[src/rtl/ppm_pkg.sv]
package ppm_pkg;

  localparam int MODE_W    = 3;
  localparam int NUM_MODES = 1 << MODE_W;

  typedef enum logic [MODE_W-1:0] {
    MD_STD       = 3'b000,
    MD_BIDIR     = 3'b001,
    MD_FIFO_OUT  = 3'b010,
    MD_ECP       = 3'b011,
    MD_EPP       = 3'b100,
    MD_RSVD      = 3'b101,
    MD_FIFO_TEST = 3'b110,
    MD_CFG       = 3'b111
  } ppMode_e;

  typedef struct packed {
    logic loadLow;
    logic loadMode;
    logic loadDir;
  } ppStrobe_t;

  // A mode from which any other mode may be selected
  function automatic logic isOpenMode(input ppMode_e m);
    return (m == MD_STD) || (m == MD_BIDIR);
  endfunction

  // Per-mode feature lookups, indexed by mode code
  function automatic logic modeHasFifo(input int m);
    return (m == int'(MD_FIFO_OUT)) || (m == int'(MD_ECP)) || (m == int'(MD_FIFO_TEST));
  endfunction

  function automatic logic modeDrivesPdir(input int m);
    return (m == int'(MD_BIDIR)) || (m == int'(MD_ECP));
  endfunction

  function automatic logic modeForcesDirLow(input int m);
    return (m == int'(MD_STD)) || (m == int'(MD_FIFO_OUT));
  endfunction

endpackage

[src/rtl/ppm_ctrl.sv]
module ppm_ctrl
  import ppm_pkg::*;
(
  input  logic    wrEn,
  input  ppMode_e reqMode,
  input  ppMode_e curMode,
  input  logic    dcrWrEn,
  output ppStrobe_t strobes
);

  logic modeChangeOk;

  always_comb begin
    // Leaving standard/bidirectional is free; elsewhere only a return is honoured
    modeChangeOk     = isOpenMode(curMode) || isOpenMode(reqMode);
    strobes.loadLow  = wrEn;
    strobes.loadMode = wrEn && modeChangeOk;
    // Direction is writable only while the port is bidirectional
    strobes.loadDir  = dcrWrEn && (curMode == MD_BIDIR);
  end

endmodule

[src/rtl/ppm_decode.sv]
module ppm_decode
  import ppm_pkg::*;
(
  input  ppMode_e mode,
  input  logic    dirStored,
  output logic    dirEff,
  output logic    pdirOut,
  output logic    fifoEn,
  output logic    ctrlOpenDrain
);

  logic [NUM_MODES-1:0] fifoTbl;
  logic [NUM_MODES-1:0] pdirTbl;
  logic [NUM_MODES-1:0] dirPassTbl;

  for (genvar m = 0; m < NUM_MODES; m++) begin : g_modeTbl
    assign fifoTbl[m]    = modeHasFifo(m);
    assign pdirTbl[m]    = modeDrivesPdir(m);
    assign dirPassTbl[m] = !modeForcesDirLow(m);
  end

  always_comb begin
    fifoEn        = fifoTbl[mode];
    pdirOut       = pdirTbl[mode] & dirStored;
    dirEff        = dirPassTbl[mode] & dirStored;
    ctrlOpenDrain = (mode == MD_STD);
  end

endmodule

[src/rtl/ppm_datapath.sv]
module ppm_datapath
  import ppm_pkg::*;
#(
  parameter int DATA_W = 8
) (
  input  logic              clk,
  input  logic              rst_n,
  input  ppStrobe_t         strobes,
  input  logic [DATA_W-1:0] wrData,
  input  logic              dcrDir,
  output ppMode_e           modeQ,
  output logic              dirQ,
  output logic [DATA_W-1:0] rdData
);

  localparam int LOW_W = DATA_W - MODE_W;

  logic [LOW_W-1:0] lowQ;

  always_ff @(posedge clk or negedge rst_n) begin
    if (!rst_n) begin
      modeQ <= MD_STD;
      lowQ  <= '0;
      dirQ  <= 1'b0;
    end else begin
      if (strobes.loadMode) modeQ <= ppMode_e'(wrData[DATA_W-1 -: MODE_W]);
      if (strobes.loadLow)  lowQ  <= wrData[LOW_W-1:0];
      if (strobes.loadDir)  dirQ  <= dcrDir;
    end
  end

  assign rdData = {modeQ, lowQ};

endmodule

[src/rtl/ppm_mode_reg.sv]
module ppm_mode_reg
  import ppm_pkg::*;
#(
  parameter int DATA_W = 8
) (
  input  logic              clk,
  input  logic              rst_n,
  input  logic              wrEn,
  input  logic [DATA_W-1:0] wrData,
  input  logic              dcrWrEn,
  input  logic              dcrDir,
  output logic [DATA_W-1:0] rdData,
  output logic [MODE_W-1:0] modeOut,
  output logic              dirEff,
  output logic              pdirOut,
  output logic              fifoEn,
  output logic              ctrlOpenDrain
);

  ppStrobe_t strobes;
  ppMode_e   modeQ;
  logic      dirQ;

  ppm_ctrl u_ctrl (
    .wrEn    (wrEn),
    .reqMode (ppMode_e'(wrData[DATA_W-1 -: MODE_W])),
    .curMode (modeQ),
    .dcrWrEn (dcrWrEn),
    .strobes (strobes)
  );

  ppm_datapath #(.DATA_W(DATA_W)) u_dp (
    .clk     (clk),
    .rst_n   (rst_n),
    .strobes (strobes),
    .wrData  (wrData),
    .dcrDir  (dcrDir),
    .modeQ   (modeQ),
    .dirQ    (dirQ),
    .rdData  (rdData)
  );

  ppm_decode u_dec (
    .mode          (modeQ),
    .dirStored     (dirQ),
    .dirEff        (dirEff),
    .pdirOut       (pdirOut),
    .fifoEn        (fifoEn),
    .ctrlOpenDrain (ctrlOpenDrain)
  );

  assign modeOut = modeQ;

endmodule

[config.mk]
export PLATFORM = sky130hd
export DESIGN_NAME = ppm_mode_reg
export DESIGN_NICKNAME = d
export VERILOG_FILES = /design/src/rtl/ppm_pkg.sv /design/src/rtl/ppm_ctrl.sv /design/src/rtl/ppm_decode.sv /design/src/rtl/ppm_datapath.sv /design/src/rtl/ppm_mode_reg.sv
export SDC_FILE = /design/constraint.sdc
export NUM_CORES = 1
export LEC_CHECK = 0
export CAP_MARGIN = 20
export CORE_UTILIZATION = 25
export DETAILED_ROUTE_END_ITERATION = 6
export PLACE_DENSITY = 0.64
export SKIP_CTS_REPAIR_TIMING = 1
export SLEW_MARGIN = 25
export SYNTH_ARGS = -nofsm -noshare
export SYNTH_HDL_FRONTEND = slang
export SYNTH_SLANG_ARGS = --single-unit
[constraint.sdc]
create_clock -name clk -period 2.87 [get_ports clk]
set_input_delay 0.574 -clock clk [delete_from_list [all_inputs] [get_ports clk]]
set_output_delay 0.574 -clock clk [all_outputs]
set_load 0.05 [all_outputs]
==> flow_summary.yaml <==
synth:
  synth_edf_count: 0
  ys_seq_area_frac: 0.556
  ys_warn_count: 0
  synthTopCellsByArea: "dfrtp_1, mux2_2, buf_4"
  synth_top_area_frac: 0.556
  synthTopCellsByCount: "dfrtp_1, mux2_2, buf_4"
  ys_types: 12
  yosys.area.top_type: "dfrtp_1"
  synth_area_sq_um: 405
  ys.flop_type: "dfrtp_1"
  syn_area_per_cell_sq_um: 13.1
  synthesis.nets: 44
  synth_seq_cells: 9
  synthCells: 31
  synthArstFlopShare: 1.00
timing:
  fin_skew_ps: 0.287
  finalCritPeriodShare: 0.802
  maxSlewHeadroom: 0.667
  setup_viol: 0
  hold_viol_final: 0
  maxClockFrequency_ghz: 0.434
  postLayoutSetupSlackWorst_ps: 567
  post-route-min-period_ps: 2300
  setup_tns_ps: 0
  worstMarginPinSlew_ps: 498
  slew_violations: 0
  rsz0062_at_grt: "no"
pwr:
  pwr-share-clk: 0.114
  p_switching_uw: 432
  power_density_nw_per_um2: 1210
  intPower_uw: 406
  power_frac_comb: 0.635
  peakVddDrop_v: 0.000416
  seqPwrFrac: 0.251
  p_leak_nw: 0.277
  power_switching_share: 0.515
worst_hold_path:
  hold_path_depth: 1
  hp-class: "reg2reg"
  hp-start: "u_dp.lowQ[3]$_DFFE_PN0P_"
route:
  routed_wl_um: 822
  drt_iter0_markers: 0
  post_drt_via_cell_ratio: 4.55
  dr.pass1.iters: 1
  wl_per_cell_um: 11.1
  ant_nets: 0
  via_count: 337
  drc: 0
setup_path:
  reg2reg_from: "u_dp.modeQ[2]$_DFFE_PN0P_"
  crit_buf_inv: 1
  startpoint_type: "register"
  crit_path_max_fanout: 8
  reg2reg_depth: 3
  critPathCaptureType: "output port"
  max_stage_delay_ps: 820
  arrival_ps: 1730
  critPathLaunch: "u_dp.modeQ[2]$_DFFE_PN0P_"
  slowest_stage: "clkdlybuf4s50_1"
  crit_required_ps: 2300
  cp_top_family: "buffers and inverters"
  path_cells: "nor3_1, clkdlybuf4s50_1"
  path_depth: 2
  critPathKind: "reg2out"
place:
  gp_congestion: 0.700
  placement.io_buffers: 27
  place_ws_ps: 847
finish:
  areaGrowthSynthToFinish_pct: 71.3
  antennaDiodeCount: 0
  drive_above_1_share: 0.241
  fillers: 153
  final_nets: 72
clock_network:
  cts_tree: "built"
  clk_pin_slew_ps: 60
  cts_made_buffers: 3
  cts.sinks: 9
  cts_buffer_depth: 2
  cts_root_buf: "clkbuf_4"
  clk_latency_ps: 250
  h-tree-depth: 1
die:
  die_h_um: 42.3
  fp.dieW_um: 42.3
  fp.dieArea_sq_um: 1790
  coreArea_sq_um: 1510
  io_pins: 28
  num_rows: 14
  floorplan.initialDensity: 0.269
grt:
  grt_max_degree: 10
  antenna_found_initial: 0
  grt_pass1_vias: 345
  grt_overflow: 0
  grt_pass1_wl_um: 1570
  track_usage: 0.114
run_status:
  status: "completed"
flow_run:
  maxCapViolCount: 0
## cell usage in the layout (no fill, tap or decap)
cell             count
nand3_1              1
o21ai_2              1
clkdlybuf4s50_1     27
nor3_1               1
nand2_1              1
nor2_2               1
dfrtp_1              9
o21a_1               1
clkbuf_1             1
mux2_2               9
a21boi_0             1
clkbuf_4             3
nor2_1               2
## per-stage QoR
stage | power [mW] | instances | util | hold WS, ps | area (sq um)
detailed placement | 0.749 | 70 | 0.444 | 499 | 668
finish | 0.838 | 74 | 0.461 | 508 | 694
global route | 0.883 | 74 | 0.461 | 527 | 694
floorplan | 0.593 | 31 | - | 278 | 405
CTS | 0.848 | 74 | 0.461 | 514 | 694
global placement | 0.743 | 70 | 0.444 | 491 | 668
## path summary, 6_finish.rpt
path | slack (ps) | end
setup / recovery | 570 | ctrlOpenDrain
hold / removal | 510 | u_dp.lowQ[3]$_DFFE_PN0P_
setup reg to reg | 1670 | u_dp.modeQ[0]$_DFFE_PN0P_
hold reg to reg | 510 | u_dp.lowQ[3]$_DFFE_PN0P_
max in group asynchronous | 1960 | u_dp.lowQ[1]$_DFFE_PN0P_
min in group asynchronous | 620 | u_dp.dirQ$_DFFE_PN0P_
## worst register-to-register path: stages, from the launching register on
cell,delay [ps]
dfrtp_1,460
nor2_2,90
o21ai_2,190
mux2_2,350
## metal layers
metal	up-vias	track usage	share of wire
li1	162	-	-
met1	155	0.154	0.45
met2	20	0.169	0.45
met3	0	0.0388	0.094
met4	0	0.0375	0
met5	-	0	0
## layout make-up
cell class / count / area [sq um] / area share
repair buffers: 27 / 270 / 0.389
flip-flops and latches: 9 / 225 / 0.324
multi-input cells: 18 / 153 / 0.220
clock buffers: 4 / 26.3 / 0.0378
well taps: 16 / 20.0 / 0.0288
## power by group through the flow
stage               clock network (mW)  registers [mW]  logic [mW]
detailed placement                   0           0.213       0.536
global route                     0.106           0.223       0.554
floorplan                            0           0.308       0.286
CTS                              0.101           0.211       0.536
finish                          0.0957           0.210       0.532
global placement                     0           0.210       0.533
## flip-flops by register name, indices dropped and copies added (netlist names)
| name | cells |
|---|---|
| u_dp.dirQ | 1 |
| u_dp.lowQ | 5 |
| u_dp.modeQ | 3 |
## logic make-up (layout without fill, tap and decap cells)
logic type	count (synthesis)	count (layout)	share of synthesized area
mux	9	9	0.250
flops	9	9	0.556
compound gates	3	3	0.0587
simple gates	6	6	0.0679
buf+inv	4	31	0.0679
Note: power is estimated with default switching activity, not from simulation.
